$ cat config.mk
export PLATFORM = sky130hd
export DESIGN_NAME = csio_ctrl
export DESIGN_NICKNAME = d
export VERILOG_FILES = /design/src/rtl/csio_pkg.sv /design/src/rtl/csio_clkgen.sv /design/src/rtl/csio_shifter.sv /design/src/rtl/csio_ctrl.sv
export SDC_FILE = /design/constraint.sdc
export NUM_CORES = 1
export LEC_CHECK = 0
export BUFFER_PORTS_ARGS = -buffer_cell sky130_fd_sc_hd__buf_2
export CAP_MARGIN = 20
export CORE_MARGIN = 8
export CORE_UTILIZATION = 33
export DETAILED_ROUTE_END_ITERATION = 8
export REMOVE_ABC_BUFFERS = 1
export SYNTH_ARGS = -nofsm -noshare
export SYNTH_HDL_FRONTEND = slang
export SYNTH_SLANG_ARGS = --single-unit
$ cat constraint.sdc
create_clock -name clk -period 1.8 [get_ports clk]
set_input_delay 0.27 -clock clk [delete_from_list [all_inputs] [get_ports clk]]
set_output_delay 0.27 -clock clk [all_outputs]
set_load 0.02 [all_outputs]
$ cat src/rtl/csio_pkg.sv
package csio_pkg;
  typedef struct packed {
    logic irq_en;
    logic rx_en;
    logic tx_en;
    logic rdy_en;
    logic irq_src;
    logic ext_clk;
  } csio_ctl_t;

  localparam int CTL_W = $bits(csio_ctl_t);
endpackage

$ cat src/rtl/csio_clkgen.sv
module csio_clkgen #(
  parameter int HALF_DIV = 4,
  parameter int SYNC_N   = 2
) (
  input  logic clk,
  input  logic rst_n,
  input  logic ext_mode,
  input  logic run,
  input  logic sclk_pin,
  output logic rise_ev,
  output logic fall_ev,
  output logic sclk_int
);
  localparam int DW = $clog2(HALF_DIV + 1);
  localparam logic [DW-1:0] DIV_LAST = DW'(HALF_DIV - 1);

  logic [DW-1:0] div_q;
  logic          tick;

  always_ff @(posedge clk or negedge rst_n) begin
    if (!rst_n)                div_q <= '0;
    else if (div_q == DIV_LAST) div_q <= '0;
    else                       div_q <= div_q + 1'b1;
  end
  assign tick = (div_q == DIV_LAST);

  always_ff @(posedge clk or negedge rst_n) begin
    if (!rst_n)       sclk_int <= 1'b1;
    else if (!run)    sclk_int <= 1'b1;
    else if (tick)    sclk_int <= ~sclk_int;
  end

  // external clock synchronizer chain, idle level high
  logic [SYNC_N-1:0] sync_q;
  genvar gi;
  generate
    for (gi = 0; gi < SYNC_N; gi++) begin : g_sync
      always_ff @(posedge clk or negedge rst_n) begin
        if (!rst_n) sync_q[gi] <= 1'b1;
        else        sync_q[gi] <= (gi == 0) ? sclk_pin : sync_q[(gi == 0) ? 0 : gi-1];
      end
    end
  endgenerate

  logic ext_prev;
  always_ff @(posedge clk or negedge rst_n) begin
    if (!rst_n) ext_prev <= 1'b1;
    else        ext_prev <= sync_q[SYNC_N-1];
  end

  logic ext_rise, ext_fall, int_rise, int_fall;
  assign ext_rise = !ext_prev &&  sync_q[SYNC_N-1];
  assign ext_fall =  ext_prev && !sync_q[SYNC_N-1];
  // while idle every tick counts as a rising edge of a clock held high
  assign int_fall = tick && run && sclk_int;
  assign int_rise = tick && (!run || !sclk_int);

  assign rise_ev = ext_mode ? ext_rise : int_rise;
  assign fall_ev = ext_mode ? ext_fall : int_fall;
endmodule

$ cat src/rtl/csio_shifter.sv
module csio_shifter #(
  parameter int DATA_W = 8
) (
  input  logic              clk,
  input  logic              rst_n,
  input  logic              clr,
  input  logic              rise_ev,
  input  logic              fall_ev,
  input  logic              load,
  input  logic [DATA_W-1:0] load_data,
  input  logic              sdi,
  output logic              busy,
  output logic              sdo,
  output logic              done_pulse,
  output logic [DATA_W-1:0] rx_byte
);
  localparam int BW = $clog2(DATA_W);
  localparam logic [BW-1:0] BIT_LAST = BW'(DATA_W - 1);

  logic [DATA_W-1:0] tx_sr, rx_sr;
  logic [BW-1:0]     bit_q;

  always_ff @(posedge clk or negedge rst_n) begin
    if (!rst_n) begin
      tx_sr <= '0; rx_sr <= '0; bit_q <= '0;
      busy <= 1'b0; sdo <= 1'b1; done_pulse <= 1'b0; rx_byte <= '0;
    end else if (clr) begin
      busy <= 1'b0; sdo <= 1'b1; done_pulse <= 1'b0; bit_q <= '0;
    end else begin
      done_pulse <= 1'b0;
      if (load) begin
        tx_sr <= load_data;
        busy  <= 1'b1;
        bit_q <= '0;
      end else if (busy && fall_ev) begin
        sdo   <= tx_sr[0];
        tx_sr <= tx_sr >> 1;
      end else if (busy && rise_ev) begin
        rx_sr <= {sdi, rx_sr[DATA_W-1:1]};
        bit_q <= bit_q + 1'b1;
        if (bit_q == BIT_LAST) begin
          busy       <= 1'b0;
          done_pulse <= 1'b1;
          rx_byte    <= {sdi, rx_sr[DATA_W-1:1]};
        end
      end
    end
  end
endmodule

$ cat src/rtl/csio_ctrl.sv
module csio_ctrl
  import csio_pkg::*;
#(
  parameter int DATA_W   = 8,
  parameter int HALF_DIV = 4,
  parameter int SYNC_N   = 2
) (
  input  logic              clk,
  input  logic              rst_n,
  input  logic              ctl_wr,
  input  logic [CTL_W-1:0]  ctl_wdata,
  input  logic              irq_clr,
  input  logic              tx_valid,
  output logic              tx_ready,
  input  logic [DATA_W-1:0] tx_data,
  output logic              rx_valid,
  input  logic              rx_ready,
  output logic [DATA_W-1:0] rx_data,
  output logic              tx_empty,
  output logic              shift_done,
  output logic              irq_pend,
  output logic              irq,
  input  logic              sclk_in,
  output logic              sclk_out,
  output logic              sclk_oe,
  output logic              sdo,
  input  logic              sdi,
  output logic              rdy_out
);
  csio_ctl_t ctl_q, ctl_w;
  assign ctl_w = csio_ctl_t'(ctl_wdata);

  logic tx_on, rx_on, ie_on;
  assign tx_on = ctl_q.tx_en;
  assign rx_on = ctl_q.rx_en;
  assign ie_on = ctl_q.irq_en;

  logic both_off, tx_en_rise;
  assign both_off   = !tx_on && !rx_on;
  assign tx_en_rise = ctl_wr && ctl_w.tx_en && !tx_on;

  always_ff @(posedge clk or negedge rst_n) begin
    if (!rst_n) ctl_q <= '0;
    else if (ctl_wr) begin
      ctl_q.tx_en  <= ctl_w.tx_en;
      ctl_q.rx_en  <= ctl_w.rx_en;
      ctl_q.irq_en <= ctl_w.irq_en;
      if (both_off) begin
        ctl_q.ext_clk <= ctl_w.ext_clk;
        ctl_q.irq_src <= ctl_w.irq_src;
        ctl_q.rdy_en  <= ctl_w.rdy_en;
      end
    end
  end

  logic rise_ev, fall_ev, sclk_int, busy, done_pulse, load, armed, pend;
  logic [DATA_W-1:0] tx_buf, rx_byte;

  csio_clkgen #(.HALF_DIV(HALF_DIV), .SYNC_N(SYNC_N)) u_clkgen (
    .clk(clk), .rst_n(rst_n), .ext_mode(ctl_q.ext_clk), .run(busy),
    .sclk_pin(sclk_in), .rise_ev(rise_ev), .fall_ev(fall_ev), .sclk_int(sclk_int)
  );

  csio_shifter #(.DATA_W(DATA_W)) u_shifter (
    .clk(clk), .rst_n(rst_n), .clr(both_off), .rise_ev(rise_ev), .fall_ev(fall_ev),
    .load(load), .load_data(tx_buf), .sdi(sdi), .busy(busy), .sdo(sdo),
    .done_pulse(done_pulse), .rx_byte(rx_byte)
  );

  // a full buffer waits for an idle shifter; external mode also needs the handshake enables
  assign pend = !tx_empty && !busy && tx_on &&
                (!ctl_q.ext_clk || (rx_on && ctl_q.rdy_en));
  // internal mode loads on the second edge after arming, giving 0.5..1.5 clock delay
  assign load = rise_ev && pend && (ctl_q.ext_clk || armed);

  always_ff @(posedge clk or negedge rst_n) begin
    if (!rst_n)             armed <= 1'b0;
    else if (!pend || load) armed <= 1'b0;
    else if (rise_ev)       armed <= 1'b1;
  end

  logic tx_acc, rx_acc;
  assign tx_ready = tx_on && tx_empty;
  assign tx_acc   = tx_valid && tx_ready;
  assign rx_acc   = rx_valid && rx_ready;

  always_ff @(posedge clk or negedge rst_n) begin
    if (!rst_n) begin
      tx_empty <= 1'b1; shift_done <= 1'b1; tx_buf <= '0;
    end else if (both_off || tx_en_rise) begin
      tx_empty <= 1'b1; shift_done <= 1'b1;
    end else begin
      if (tx_acc) begin
        tx_empty <= 1'b0;
        tx_buf   <= tx_data;
      end else if (load) tx_empty <= 1'b1;
      if (load)            shift_done <= 1'b0;
      else if (done_pulse) shift_done <= 1'b1;
    end
  end

  always_ff @(posedge clk or negedge rst_n) begin
    if (!rst_n) begin
      rx_valid <= 1'b0; rx_data <= '0;
    end else if (both_off) begin
      rx_valid <= 1'b0;
    end else if (done_pulse && rx_on && (!rx_valid || rx_acc)) begin
      rx_valid <= 1'b1;
      rx_data  <= rx_byte;
    end else if (rx_acc) begin
      rx_valid <= 1'b0;
    end
  end

  logic src_ev;
  assign src_ev = ctl_q.irq_src ? done_pulse : load;

  always_ff @(posedge clk or negedge rst_n) begin
    if (!rst_n)                              irq_pend <= 1'b0;
    else if (tx_en_rise || (src_ev && tx_on)) irq_pend <= 1'b1;
    else if (irq_clr)                        irq_pend <= 1'b0;
  end

  assign irq      = irq_pend && ie_on;
  assign rdy_out  = rx_on && ctl_q.rdy_en && !rx_valid;
  assign sclk_out = sclk_int;
  assign sclk_oe  = !ctl_q.ext_clk;
endmodule

# After elaboration in Yosys (flattened, before gate mapping)
# Cells that the tools add are included.
[word_totals]
input_bits = 22
word_cells = 134
reg_bits = 64
output_inout_bits = 18
[op_classes]
n_eq_ne = 5
n_reduce_logical = 59
n_bitwise = 5
n_addsub = 2
mux = 38
[ops]
columns = ["op", "count"]
rows = [
  ["1-bit 2-to-1 mux", 31],
  ["1-bit logical AND", 24],
  ["8-bit 2-to-1 mux", 2],
  ["3-bit 2-to-1 mux", 5],
  ["3-bit nonzero test", 5],
  ["2-bit AND reduction", 6],
  ["1-bit zero test", 10],
  ["2-bit nonzero test", 4],
  ["1-bit logical OR", 7],
  ["3-bit by 1-bit adder with 3-bit output (second input constant)", 2],
  ["1-bit inverter", 5],
  ["5-bit AND reduction", 1],
  ["2-bit inequality test (second input constant)", 2],
  ["4-bit AND reduction", 1],
  ["3-bit by 2-bit equality test with 1-bit output (second input constant)", 1],
  ["3-bit equality test (second input constant)", 1],
  ["3-bit inequality test (second input constant)", 1],
  ["3-bit AND reduction", 1],
]

# Depth between registers and ports, before layout
[logic_depth]
word_depth = 10
mapped_depth = 7
mapped_depth_nobuf = 6

# Cells and area by module
# Synthesis repeated with hierarchy kept, for this count alone.
[hier_totals]
cells_unflattened = 189
hier_area_um2 = 2678.8
[modules_own_cells]
columns = ["mod", "seq_area_each_um2", "cells_each", "area_each_um2", "n_inst"]
rows = [
  ["csio_shifter", 726.9, 88, 1276.2, 1],
  ["csio_ctrl", 678.2, 80, 1117.3, 1],
  ["csio_clkgen", 180.2, 21, 285.3, 1],
]

# Worst setup path after synthesis
# Ideal clock, no wire load.
[synth_path]
path_kind = "flip-flop to flip-flop"
start = "register u_clkgen.sclk_int"
end = "register u_shifter.tx_sr[1]"
slack_ns = 0.035
synth_period_minus_slack_ns = 1.765
n_path_buf = 1
path_stages_with_launch = 6
required_ns = 1.675
setup_ns = 0.125
arrival_ns = 1.640
cell_sequence = "dfstp_2 and4bb_1 o21ba_1 buf_6 mux2_4 mux2_4"
[synth_between]
elab_chain_len = 8
elab_cells_between_ends = 12
classes_between = "mux: 3; reduce/logical: 9"
[synth_lines]
columns = ["element", "line", "text"]
rows = [
  ["start: declaration", "csio_clkgen.sv:12", "output logic sclk_int"],
  ["start signal: assignment", "csio_clkgen.sv:30", "else if (tick) sclk_int <= ~sclk_int;"],
  ["1-bit zero test", "csio_clkgen.sv:56", "assign int_rise = tick && (!run || !sclk_int);"],
  ["1-bit logical OR", "csio_clkgen.sv:56", ""],
  ["1-bit logical AND", "csio_clkgen.sv:56", ""],
  ["1-bit 2-to-1 mux", "csio_clkgen.sv:58", "assign rise_ev = ext_mode ? ext_rise : int_rise;"],
  ["1-bit logical AND (2 in series)", "csio_ctrl.sv:74", "assign load = rise_ev && pend && (ctl_q.ext_clk || armed);"],
  ["2-bit nonzero test (no source line)", "--", ""],
  ["2-bit AND reduction (no source line)", "--", ""],
  ["end signal: assignment", "csio_shifter.sv:32", "tx_sr <= load_data;"],
  ["end signal: assignment", "csio_shifter.sv:37", "tx_sr <= tx_sr >> 1;"],
  ["end: declaration", "csio_shifter.sv:20", "logic [DATA_W-1:0] tx_sr, rx_sr;"],
]
# Several ways; a longest one is shown, not always the timed one.
# A chain may end at the register's enable or synchronous reset.

# Worst setup path after layout
[layout_path]
start = "register u_clkgen.div_q[0]"
end = "register u_shifter.tx_sr[5]"
[layout_between]
elab_chain_len = 7
elab_cells_between_ends = 12
classes_between = "eq/ne: 1; mux: 3; reduce/logical: 8"
[layout_lines]
columns = ["element", "line", "text"]
rows = [
  ["start: declaration", "csio_clkgen.sv:17", "logic [DW-1:0] div_q;"],
  ["start signal: assignment", "csio_clkgen.sv:23", "else div_q <= div_q + 1'b1;"],
  ["3-bit by 2-bit equality test with 1-bit output *", "csio_clkgen.sv:25", "assign tick = (div_q == DIV_LAST);"],
  ["1-bit logical AND (on tied branches)", "csio_clkgen.sv:56, csio_clkgen.sv:55", ""],
  ["1-bit 2-to-1 mux / 1-bit logical AND (equally long branches)", "csio_clkgen.sv:58, csio_clkgen.sv:55", ""],
  ["1-bit logical AND / 1-bit 2-to-1 mux (equally long branches)", "csio_ctrl.sv:74, csio_clkgen.sv:59", ""],
  ["1-bit logical AND (on tied branches)", "csio_ctrl.sv:74, csio_shifter.sv:35", ""],
  ["2-bit nonzero test (no source line)", "--", ""],
  ["2-bit AND reduction (no source line)", "--", ""],
]
# Mark *: on every way between the ends. The rest lies on a longest branch, timed or not.

==> summary.txt <==
Run status
  • Outcome: finished, final reports clean

Floorplan
  • Number of primary I/O pins: 40
  • Height of the die: 107.1 µm
  • Die Width: 107.1 µm
  • Core Box Area: 0.008134 mm²
  • Total Die Area: 0.01146 mm²
  • Num rows: 33
  • Initial Util: 0.3364

STA
  • Hold slack: 34.38 ps
  • Worst slew slack as a fraction of its limit: 0.6502
  • Final worst-path setup slack: 55.24 ps
  • Max Slew Vio Count: 0
  • RSZ-0062 raised after global routing: true
  • Final setup viols: 0
  • Minimum clock period after layout: 1745 ps
  • Upper clock frequency limit: 573.1 MHz
  • Final total negative setup slack: 0 ps
  • Hold Violations, Final: 0
  • Setup skew after layout: 9.177 ps
  • Final cycle utilization of the critical path: 0.9693
  • Transition time at the pin with the least slew margin: 524.7 ps

CTS
  • CTS HTree Levels: 3
  • Clock sink total: 63
  • CTS tree: done
  • Clock buffers created by TritonCTS: 9
  • Post-CTS clock slew at the launch and capture registers of the worst setup and hold paths: 60 ps
  • Clock Latency Late Sink: 340 ps
  • Root buffer selected by CTS: sky130_fd_sc_hd__clkbuf_8
  • Maximum root-to-sink buffer count: 2

Route
  • Met1 Routed Length: 2713 µm
  • Iteration-0 DRC Markers: 27
  • DRC violations left: 0
  • Post-route ant nets: 0
  • Routed wirelength normalized by instance count: 14.94 µm
  • Drt pass-1 iters: 3
  • Total vias in the final route: 1717
  • Number of vias per cell after detailed routing: 4.641
  • Met2 routed WL: 2433 µm
  • WL met3: 254 µm
  • Wire length reported by the detailed router: 5527 µm
  • Uppermost routed layer: met4

Placement
  • Final RePlAce weighted congestion: 0.7586
  • Setup WS pre-CTS: -22.77 ps
  • Post-DP HPWL: 4012 µm
  • Dpl cell area: 0.003216 mm²
  • Number of input and output port buffers inserted: 39

Synthesis
  • Post-synth EDFFs: 0
  • Number of warnings reported in the yosys synthesis log: 0
  • Largest cells by area after synthesis: sky130_fd_sc_hd__dfrtp_1, sky130_fd_sc_hd__mux2_2, sky130_fd_sc_hd__mux2_4, sky130_fd_sc_hd__dfstp_2, sky130_fd_sc_hd__o21ai_0
  • Number of storage elements in the synthesis netlist: 63
  • Cell type contributing the most total cell area after synthesis: sky130_fd_sc_hd__dfrtp_1
  • Post-synth top area share: 0.5121
  • Most used flip-flop cell after synthesis: sky130_fd_sc_hd__dfrtp_1
  • Commonest cells post-synth: sky130_fd_sc_hd__dfrtp_1, sky130_fd_sc_hd__mux2_2, sky130_fd_sc_hd__mux2_4
  • Mean cell area of the mapped netlist: 14.33 µm²
  • Distinct cell type count of the synthesized netlist: 43
  • Sequential area share after synthesis: 0.5793
  • Share of synthesized registers carrying an async set or reset: 1.000
  • Cell count after synthesis: 191
  • Most common cell in the synthesized netlist: sky130_fd_sc_hd__dfrtp_1
  • Mapped cell area: 0.002736 mm²

Power and ir drop
  • Comb pwr share: 0.162
  • Flop pwr share: 0.470
  • Sw Ratio: 0.2340
  • Worst voltage drop across the vdd grid: 0.0004673 V
  • Power density relative to cell area: 1070 mW/mm²
  • Internal power: 0.002858 W
  • Fraction of power consumed by the clock network: 0.368
  • Total Power: 0.003731 W
  • Leakage: 1.692 nW
  • Sw Pwr: 0.0008731 W

Worst setup path
  • Cell with the largest stage delay on the worst path: sky130_fd_sc_hd__dfrtp_1
  • Largest stage delay on the critical path: 380 ps
  • Peak fanout along the critical path: 8
  • Path type of the worst setup path: flop to flop
  • Critical Path RT: 2020 ps
  • Cell repeated most along the worst path: sky130_fd_sc_hd__mux2_4
  • Top delay family on crit path: multiplexers
  • Slack of the worst reg-to-reg path: 60 ps
  • Data arrival, critical path: 1960 ps
  • Worst path cell trace: ha_2 -> and4bb_1 -> o21ba_4 -> mux2_4 -> mux2_4
  • Number of logic stages on the critical path including buffering: 5
  • Worst reg2reg endpoint: u_shifter.tx_sr[5]
  • Element type at the critical path start: flop
  • Buffering stage count on the worst path with inverters included: 0
  • Startpoint of the most critical register-to-register path: u_clkgen.div_q[0]
  • Number of cells on the worst reg-to-reg path: 5
  • Critical Path End Type: flop

Global route
  • Antenna violations before repair: 0
  • Vias in the first global route: 1835
  • Global-route usage over all layers: 0.1050
  • First-pass GRT wire length: 9287 µm
  • Overflow left after global routing: 0
  • Largest net degree at the start of global routing: 25

Min path
  • Hold Path End: u_clkgen.sync_q[0]
  • Hold path startpoint: sclk_in
  • Worst hold path stage count: 1
  • Hold Crit Class: primary input to flop

Cells and area
  • ANT cells: 0
  • Share of final-layout standard cells stronger than drive strength 1: 0.5585
  • Post-synthesis to final-layout area growth: 27.48%
  • Final net count: 285
  • Fill cell instance count of the final layout: 740
  • Multi-input gate area in the final layout: 0.001100 mm²
  • Area of all placed cells without fillers: 0.003488 mm²
  • Register area: 0.001587 mm²

Run
  • Max-cap check violation count: 0
==> worst max path at each step <==
stage / start / endpoint / slack [ps]
floorplan: u_clkgen.sclk_int / u_shifter.tx_sr[1] / -90
global placement: u_clkgen.div_q[0] / u_shifter.tx_sr[4] / 0.8
detailed placement: u_clkgen.div_q[0] / u_shifter.tx_sr[3] / -20
CTS: u_clkgen.div_q[0] / u_shifter.tx_sr[4] / 5
global route: u_clkgen.div_q[0] / u_shifter.bit_q[2] / -30
finish: u_clkgen.div_q[0] / u_shifter.tx_sr[5] / 60
==> power groups by stage <==
stage | clock [W] | sequential, W | combinational (W)
final | 0.00137 | 0.00175 | 0.000605
after global routing | 0.00149 | 0.00178 | 0.000663
after CTS | 0.00142 | 0.00175 | 0.000610
after detailed placement | 0 | 0.00177 | 0.000601
after global placement | 0 | 0.00178 | 0.000586
after floorplan | 0 | 0.00174 | 0.000410
==> final cells by class <==
class,instances,share of cell area
Tap cell,105,0.03766
Clock inverter,3,0.01865
Timing Repair Buffer,64,0.1212
Sequential cell,63,0.4548
Multi-Input combinational cell,117,0.3153
Inverter,5,0.006815
Clock buffer,13,0.04555
==> routing by layer <==
metal	track usage	vias up
met1	0.1367	846
met5	0	-
met3	0.03539	12
met2	0.1483	35
li1	-	824
met4	0.06030	0
==> worst register-to-register path, cell delays in order (launching register included) <==
cell	delay, ps
sky130_fd_sc_hd__dfrtp_1	380
sky130_fd_sc_hd__ha_2	180
sky130_fd_sc_hd__and4bb_1	210
sky130_fd_sc_hd__o21ba_4	280
sky130_fd_sc_hd__mux2_4	310
sky130_fd_sc_hd__mux2_4	260
==> layout by cell type, fill, tap and decap left out, types with 2 or more instances in the layout <==
| master | netlist | routed |
|---|---|---|
| sky130_fd_sc_hd__dfrtp_1 | 56 | 55 |
| sky130_fd_sc_hd__buf_2 | 0 | 39 |
| sky130_fd_sc_hd__mux2_2 | 36 | 36 |
| sky130_fd_sc_hd__buf_4 | 1 | 21 |
| sky130_fd_sc_hd__mux2_4 | 14 | 14 |
| sky130_fd_sc_hd__clkbuf_8 | 1 | 11 |
| sky130_fd_sc_hd__o21ai_0 | 8 | 8 |
| sky130_fd_sc_hd__dfstp_2 | 7 | 7 |
| sky130_fd_sc_hd__nor2_1 | 6 | 6 |
| sky130_fd_sc_hd__nand2_1 | 6 | 6 |
| sky130_fd_sc_hd__a21oi_1 | 6 | 6 |
| sky130_fd_sc_hd__nand3_1 | 6 | 5 |
| sky130_fd_sc_hd__inv_1 | 4 | 4 |
| sky130_fd_sc_hd__nor2b_1 | 3 | 3 |
| sky130_fd_sc_hd__buf_12 | 0 | 3 |
| sky130_fd_sc_hd__and2_1 | 2 | 2 |
| sky130_fd_sc_hd__and3b_2 | 2 | 2 |
| sky130_fd_sc_hd__or3_1 | 2 | 2 |
| sky130_fd_sc_hd__nor2_4 | 1 | 2 |
| sky130_fd_sc_hd__nand2b_1 | 2 | 2 |
| sky130_fd_sc_hd__ha_1 | 3 | 2 |
| sky130_fd_sc_hd__bufinv_16 | 0 | 2 |
| sky130_fd_sc_hd__clkbuf_1 | 1 | 2 |
==> what timing repair did <==
action                                  4_1_cts  5_1_grt
buffers inserted                              1        2
pin swaps                                     1        2
endpoints found under the setup margin       12       23
hold buffers                                  1        0
resized for setup                             3        6
hold endpoints to repair                     16        0
==> registers in the layout, indices dropped and copies added, names as in the netlist, 2 cells and up <==
register and cells:
ctl_q 3, rx_data 8, tx_buf 8, u_clkgen.div_q 3, u_clkgen.sync_q 2, u_shifter.bit_q 3
u_shifter.rx_byte 8, u_shifter.rx_sr 7, u_shifter.tx_sr 8
==> kinds of logic (layout without fill, tap and decap cells) <==
group | Yosys count | after routing | share of synthesized area
compound gates | 26 | 26 | 0.06768
xor+xnor | 1 | 1 | 0.003201
fa+ha+maj | 3 | 3 | 0.01372
buf+inv | 11 | 85 | 0.02971
flops | 63 | 63 | 0.5793
mux | 51 | 51 | 0.2286
simple gates | 36 | 36 | 0.07773
==> through the flow <==
step                      utilization  std cells
after floorplan                     -        185
after global placement         0.3953        351
after global routing           0.4289        370
after detailed placement       0.3953        351
after CTS                      0.4261        369
final                          0.4289        370
Power figures use the tool's default switching activity.
